==> src/rtl/tmr16_pkg.sv <==
package tmr16_pkg;

  typedef enum logic [2:0] {
    SRC_STOP     = 3'd0,
    SRC_DIV1     = 3'd1,
    SRC_DIV8     = 3'd2,
    SRC_DIV64    = 3'd3,
    SRC_DIV256   = 3'd4,
    SRC_DIV1024  = 3'd5,
    SRC_PIN_FALL = 3'd6,
    SRC_PIN_RISE = 3'd7
  } src_sel_e;

  localparam logic [2:0] A_CNT_LO = 3'd0;
  localparam logic [2:0] A_CNT_HI = 3'd1;
  localparam logic [2:0] A_CMP_LO = 3'd2;
  localparam logic [2:0] A_CMP_HI = 3'd3;
  localparam logic [2:0] A_CAP_LO = 3'd4;
  localparam logic [2:0] A_CAP_HI = 3'd5;

  localparam int NUM_TAPS = 5;

  // number of divider low bits that must all be ones for tap i
  function automatic int tap_shift(input int i);
    case (i)
      0: return 0;
      1: return 3;
      2: return 6;
      3: return 8;
      default: return 10;
    endcase
  endfunction

  function automatic logic is_hi_addr(input logic [2:0] a);
    return (a == A_CNT_HI) || (a == A_CMP_HI) || (a == A_CAP_HI);
  endfunction

  function automatic logic [15:0] join_bytes(input logic [7:0] hi, input logic [7:0] lo);
    return {hi, lo};
  endfunction

  function automatic logic is_top(input logic [15:0] v);
    return &v;
  endfunction

endpackage

==> src/rtl/tmr16_prescaler.sv <==
module tmr16_prescaler
  import tmr16_pkg::*;
#(
  parameter int DIV_W = 10
) (
  input  logic       clk,
  input  logic       rst_n,
  input  logic [2:0] src_sel,
  input  logic       pin_rise,
  input  logic       pin_fall,
  output logic       step
);

  logic [DIV_W-1:0]    div_q;
  logic [NUM_TAPS-1:0] tap;

  always_ff @(posedge clk) begin
    if (!rst_n) div_q <= '0;
    else        div_q <= div_q + 1'b1;
  end

  for (genvar i = 0; i < NUM_TAPS; i++) begin : g_tap
    localparam int SH = tap_shift(i);
    if (SH == 0) begin : g_full
      assign tap[i] = 1'b1;
    end else begin : g_div
      assign tap[i] = &div_q[SH-1:0];
    end
  end

  always_comb begin
    src_sel_e s;
    s = src_sel_e'(src_sel);
    case (s)
      SRC_STOP:     step = 1'b0;
      SRC_DIV1:     step = tap[0];
      SRC_DIV8:     step = tap[1];
      SRC_DIV64:    step = tap[2];
      SRC_DIV256:   step = tap[3];
      SRC_DIV1024:  step = tap[4];
      SRC_PIN_FALL: step = pin_fall;
      SRC_PIN_RISE: step = pin_rise;
      default:      step = 1'b0;
    endcase
  end

endmodule

==> src/rtl/tmr16_edge_det.sv <==
module tmr16_edge_det #(
  parameter int SYNC_STAGES = 2
) (
  input  logic clk,
  input  logic rst_n,
  input  logic pin_async,
  output logic rise,
  output logic fall
);

  logic [SYNC_STAGES:0] pipe_q;

  always_ff @(posedge clk) begin
    if (!rst_n) pipe_q <= '0;
    else        pipe_q <= {pipe_q[SYNC_STAGES-1:0], pin_async};
  end

  assign rise =  pipe_q[SYNC_STAGES-1] & ~pipe_q[SYNC_STAGES];
  assign fall = ~pipe_q[SYNC_STAGES-1] &  pipe_q[SYNC_STAGES];

endmodule

==> src/rtl/tmr16_counter.sv <==
module tmr16_counter
  import tmr16_pkg::*;
#(
  parameter int CNT_W = 16
) (
  input  logic             clk,
  input  logic             rst_n,
  input  logic             step,
  input  logic             load,
  input  logic [CNT_W-1:0] load_val,
  output logic [CNT_W-1:0] cnt,
  output logic             ovf
);

  logic wrap;
  assign wrap = step && !load && (&cnt);

  always_ff @(posedge clk) begin
    if (!rst_n) begin
      cnt <= '0;
      ovf <= 1'b0;
    end else begin
      ovf <= wrap;
      if (load)      cnt <= load_val;
      else if (step) cnt <= cnt + 1'b1;
    end
  end

endmodule

==> src/rtl/tmr16_bridge.sv <==
module tmr16_bridge
  import tmr16_pkg::*;
(
  input  logic        clk,
  input  logic        rst_n,
  input  logic [2:0]  bus_addr,
  input  logic        bus_wr,
  input  logic        bus_rd,
  input  logic [7:0]  bus_wdata,
  output logic [7:0]  bus_rdata,
  input  logic [15:0] cnt,
  input  logic [15:0] cap_val,
  output logic        cnt_load,
  output logic [15:0] cnt_load_val,
  output logic [15:0] cmp_q,
  output logic [7:0]  temp_q
);

  logic cmp_load;

  assign cnt_load     = bus_wr && (bus_addr == A_CNT_LO);
  assign cmp_load     = bus_wr && (bus_addr == A_CMP_LO);
  assign cnt_load_val = join_bytes(temp_q, bus_wdata);

  always_ff @(posedge clk) begin
    if (!rst_n) begin
      temp_q <= '0;
      cmp_q  <= '0;
    end else begin
      if (cmp_load) cmp_q <= join_bytes(temp_q, bus_wdata);
      if (bus_wr && is_hi_addr(bus_addr)) begin
        temp_q <= bus_wdata;
      end else if (bus_rd) begin
        case (bus_addr)
          A_CNT_LO: temp_q <= cnt[15:8];
          A_CMP_LO: temp_q <= cmp_q[15:8];
          A_CAP_LO: temp_q <= cap_val[15:8];
          default:  temp_q <= temp_q;
        endcase
      end
    end
  end

  always_comb begin
    bus_rdata = '0;
    if (bus_rd) begin
      case (bus_addr)
        A_CNT_LO: bus_rdata = cnt[7:0];
        A_CMP_LO: bus_rdata = cmp_q[7:0];
        A_CAP_LO: bus_rdata = cap_val[7:0];
        A_CNT_HI, A_CMP_HI, A_CAP_HI: bus_rdata = temp_q;
        default:  bus_rdata = '0;
      endcase
    end
  end

endmodule

==> src/rtl/tmr16_core.sv <==
module tmr16_core
  import tmr16_pkg::*;
#(
  parameter int DIV_W       = 10,
  parameter int SYNC_STAGES = 2
) (
  input  logic        clk,
  input  logic        rst_n,
  input  logic [2:0]  src_sel,
  input  logic        ext_pin,
  input  logic [2:0]  bus_addr,
  input  logic        bus_wr,
  input  logic        bus_rd,
  input  logic [7:0]  bus_wdata,
  output logic [7:0]  bus_rdata,
  input  logic [15:0] cap_val,
  output logic [15:0] count,
  output logic [15:0] cmp_val,
  output logic        ovf_pulse
);

  logic        pin_rise;
  logic        pin_fall;
  logic        cnt_step;
  logic        cnt_load;
  logic [15:0] cnt_load_val;
  logic [7:0]  temp_q;

  tmr16_edge_det #(.SYNC_STAGES(SYNC_STAGES)) u_edge (
    .clk(clk), .rst_n(rst_n), .pin_async(ext_pin),
    .rise(pin_rise), .fall(pin_fall)
  );

  tmr16_prescaler #(.DIV_W(DIV_W)) u_pre (
    .clk(clk), .rst_n(rst_n), .src_sel(src_sel),
    .pin_rise(pin_rise), .pin_fall(pin_fall), .step(cnt_step)
  );

  tmr16_counter #(.CNT_W(16)) u_cnt (
    .clk(clk), .rst_n(rst_n), .step(cnt_step), .load(cnt_load),
    .load_val(cnt_load_val), .cnt(count), .ovf(ovf_pulse)
  );

  tmr16_bridge u_br (
    .clk(clk), .rst_n(rst_n), .bus_addr(bus_addr), .bus_wr(bus_wr),
    .bus_rd(bus_rd), .bus_wdata(bus_wdata), .bus_rdata(bus_rdata),
    .cnt(count), .cap_val(cap_val), .cnt_load(cnt_load),
    .cnt_load_val(cnt_load_val), .cmp_q(cmp_val), .temp_q(temp_q)
  );

endmodule

==> config.mk <==
export PLATFORM = sky130hd
export DESIGN_NAME = tmr16_core
export DESIGN_NICKNAME = d
export VERILOG_FILES = /design/src/rtl/tmr16_pkg.sv /design/src/rtl/tmr16_prescaler.sv /design/src/rtl/tmr16_edge_det.sv /design/src/rtl/tmr16_counter.sv /design/src/rtl/tmr16_bridge.sv /design/src/rtl/tmr16_core.sv
export SDC_FILE = /design/constraint.sdc
export NUM_CORES = 1
export LEC_CHECK = 0
export BUFFER_PORTS_ARGS = -buffer_cell sky130_fd_sc_hd__buf_2
export CORE_MARGIN = 8
export CORE_UTILIZATION = 39
export CTS_CLUSTER_DIAMETER = 60
export DETAILED_ROUTE_END_ITERATION = 16
export HOLD_SLACK_MARGIN = 0.12
export PLACE_DENSITY_LB_ADDON = 0.1
export SYNTH_ARGS = -nofsm -noshare
export SYNTH_HDL_FRONTEND = slang
export SYNTH_HIERARCHICAL = 1
export SYNTH_SLANG_ARGS = --single-unit
==> constraint.sdc <==
create_clock -name clk -period 2.5 [get_ports clk]
set_input_delay 0.5 -clock clk [delete_from_list [all_inputs] [get_ports clk]]
set_output_delay 0.5 -clock clk [all_outputs]
set_load 0.02 [all_outputs]
# Word-level counts from Yosys, hierarchy flattened
# Cells that the tools add are included.
# W data, S select, Z words.
# word_totals
register_bits	54
inputBits	35
word_cells	52
# classes
eq_ne	12
addsub	2
bitwise	4
muxes	8
reduce_logical	20
# op_table
operator	count
$mux W16	2
$pmux W8 S4	1
$mux W8	3
$pmux W8 S3	1
$eq A3 B3 Y1 const B	6
$add A16 B1 Y16 const B	1
$reduce_and A16 Y1	1
$eq A3 B2 Y1 const B	4
$add A10 B1 Y10 const B	1
$reduce_and A10 Y1	1
$pmux W1 S8	1
$reduce_and A8 Y1	1
$eq A3 B1 Y1 const B	2
$logic_not A3 Y1	2
$reduce_and A6 Y1	1
$logic_and A1 B1 Y1	5
$reduce_bool A2 Y1	2
$reduce_bool A4 Y1	1
$reduce_and A3 Y1	1
$reduce_or A3 Y1	1
$and A1 B1 Y1	2
$logic_or A1 B1 Y1	2
$not A1 Y1	2
$reduce_and A2 Y1	1
$logic_not A1 Y1	1

# Longest topological paths before layout
# logic_depth
word_depth	6
depth_mapped	10
mapped_depth_nobuf	9

# Hierarchy
# Netlist, hierarchy kept.
# by_module_without_submodules
mod	cells_per_inst	instances	area_each_um2
tmr16_bridge	181	1	1547.7
tmr16_counter	102	1	884.6
tmr16_prescaler	53	1	462.9
tmr16_edge_det	8	1	91.3

# Worst setup path before layout
# No wires, ideal clock.
# synth_timing
kind	input to output
startpoint	input port bus_addr[2]
endpoint	output port bus_rdata[0]
n_path_buf	2
slack_ps	307
arrival_ps	1693
cell_stages	5
required_time_ps	2000
path_cell_list	buf_2 -> buf_4 -> nor3b_2 -> a22oi_1 -> a21oi_1
# synth_between
elab_chain_len	4
word_cells_on_any_way	9
cone_classes	eq/ne (5); mux (2); reduce/logical (2)
# synth_lines
element	line_no	source
start: declaration	tmr16_core.sv:11	input logic [2:0] bus_addr,
$eq A3 B3 Y1, or another cell as far along	tmr16_bridge.sv:47	case (bus_addr)
$reduce_or A3 Y1	tmr16_bridge.sv:47	
$pmux W8 S4 (*)	tmr16_bridge.sv:47	
$mux W8 (*)	tmr16_bridge.sv:46	if (bus_rd) begin
end: declaration	tmr16_core.sv:15	output logic [7:0] bus_rdata,
# Mark *: on every way between the ends. The rest lies on a longest branch, timed or not.

# Final worst setup path
# layout_timing
startpoint	input port bus_addr[2]
endpoint	output port bus_rdata[3]
# Same word-level chain as after synthesis.

==> flow_metrics.tcl <==
set metrics [dict create \
    vias 2699 \
    fin_crit_ns 2.330 \
    ant_nets 0 \
    die_area_um2 10530 \
    syn-num-nets 374 \
    start_util_pct 40.35 \
    grt_usage_pct 17.05 \
    drive_above_1_share_pct 28.61 \
    cts_made_buffers 5 \
    worstSetupPathType "in2out" \
    synthToLayoutAreaGrowth_pct 16.50 \
    core-area_um2 7253 \
    root_buffer "clkbuf_8" \
    gr-total-overflow 0 \
    drt_pass1_iterations 4 \
    worstPathArrival_ns 1.83 \
    post_cts_buffers 0 \
    netlist_instances 336 \
    clk_latency_ns 0.30 \
    vdd_drop_max_mv 0.2459 \
    fmax_ghz 0.4293 \
    num_io_pins 76 \
    hold_viol 0 \
    portBuffers 75 \
    grt_max_degree 36 \
    highest-signal-layer "met4" \
    synth.cell_area_um2 2927 \
    status "finished, final reports clean" \
    totalWireLength_um 8801 \
    drc 0 \
    dr_wl_met2_um 4029 \
    vias_per_cell 5.387 \
    drt_iter0_markers 150 \
    antenna_found_initial 0 \
    fin_nets 439 \
    path_clk_slew_ns 0.09 \
    fp.dieW_um 102.6 \
    wl_met1_um 4108 \
    fin_setup_tns_ns 0 \
    critPathLaunchType "input port" \
    final_max_slew_viol_count 0 \
    hold_path.class "in2reg" \
    htreeDepth 2 \
    hpwlAfterDp_um 6900 \
    power_density_nw_per_um2 485.0 \
    worst_clock_skew_ns 0.002966 \
    fillCellCount 733 \
    fp.dieH_um 102.6 \
    p_leak_nw 1.347 \
    grt_pass1_wl_um 14030 \
    utilization_pct 47.01 \
    worstMarginPinSlew_ns 0.5596 \
    cts_tree "built" \
    crit_fanout 8 \
    met3_length_um 557 \
    critical_path_required_ns 2.00 \
    place_congestion 0.8339 \
    ys_warn_count 6 \
    avgSynthCellArea_um2 8.710 \
    fin_crit_sh_pct 93.18 \
    num_rows 31 \
    clock_sinks 54 \
    end_kind "output pin" \
    slew_headroom_pct 62.69 \
    clock_path_buffers 2 \
    finalSetupViolCount 0 \
    grt_pass1_vias 2684 \
    antenna_cells 0 \
    rsz0062_at_grt "false" \
    routedWlPerCell_um 17.57 \
    max_cap_violations 0 \
]
-- sequential cells by signal, indices dropped and copies added (netlist names) --
| signal | count |
|---|---|
| u_cnt/cnt | 16 |
| u_edge/pipe_q | 3 |
| u_cnt/ovf | 1 |
| u_br/cmp_q | 16 |
| u_br/temp_q | 8 |
| u_pre/div_q | 10 |
-- power breakdown --
part	switching (mW)	internal, mW	total (mW)
clock network	0.275	0.224	0.499
logic	0.138	0.0959	0.234
registers	0.0347	0.886	0.921
-- metal layers --
metal,GRT usage (%),vias up
li1,-,1348
met2,27.32,84
met4,4.515,0
met5,0,-
met1,22.34,1258
met3,3.984,9
-- cells in the final DEF (no fill, tap or decap), types with 7 or more instances in the layout --
cell type and n:
xnor2_1 11, nor2_1 8, buf_2 75, nand2_1 55
and2_1 9, nand3_1 10, nor3b_1 7, o21ai_0 16
a21boi_2 10, a21oi_1 27, dfxtp_1 54, a22oi_1 16
a21boi_0 7
-- worst max-delay path, stage by stage --
cell,delay [ns]
buf_2,0.18
nor3b_2,0.51
a22oi_1,0.25
a21oi_1,0.20
buf_2,0.20
-- through the flow --
| stage | setup WS (ns) | hold slack [ns] | instance area [um2] | cells | total power, mW |
|---|---|---|---|---|---|
| finish | 0.1704 | 0.4079 | 3410 | 501 | 1.654 |
| global route | 0.05204 | 0.4114 | 3410 | 501 | 1.731 |
| CTS | 0.1879 | 0.4019 | 3408 | 501 | 1.675 |
| detailed placement | 0.1287 | 0.4207 | 3317 | 493 | 1.174 |
| global placement | 0.1836 | 0.4168 | 3317 | 493 | 1.173 |
| floorplan | 0.3069 | 0.4057 | 2927 | 336 | 1.085 |
-- what timing repair did --
item	CTS	global route
hold buffers	0	0
hold endpoints to repair	0	0
setup endpoints to repair	0	1
resized for setup	0	1
-- final cells by class --
cell class | count | area [um2] | share of cell area (%)
clock inverters | 1 | 5.005 | 0.1468
flip-flops and latches | 54 | 1081 | 31.71
clock buffers | 7 | 86.33 | 2.532
repair buffers | 81 | 420.4 | 12.33
well taps | 99 | 123.9 | 3.633
inverters | 4 | 15.01 | 0.4404
multi-input cells | 255 | 1678 | 49.21
-- worst paths after layout --
check | from | end | slack, ns | cells past startpoint
worst max register to register | u_pre/div_q[0] | u_cnt/cnt[14] | 0.24 | 8
worst max-delay path | bus_addr[2] | bus_rdata[3] | 0.17 | 5
worst min register to register | u_edge/pipe_q[0] | u_edge/pipe_q[1] | 0.45 | 1
worst min-delay path | ext_pin | u_edge/pipe_q[0] | 0.41 | 2
Power figures use the tool's default switching activity.
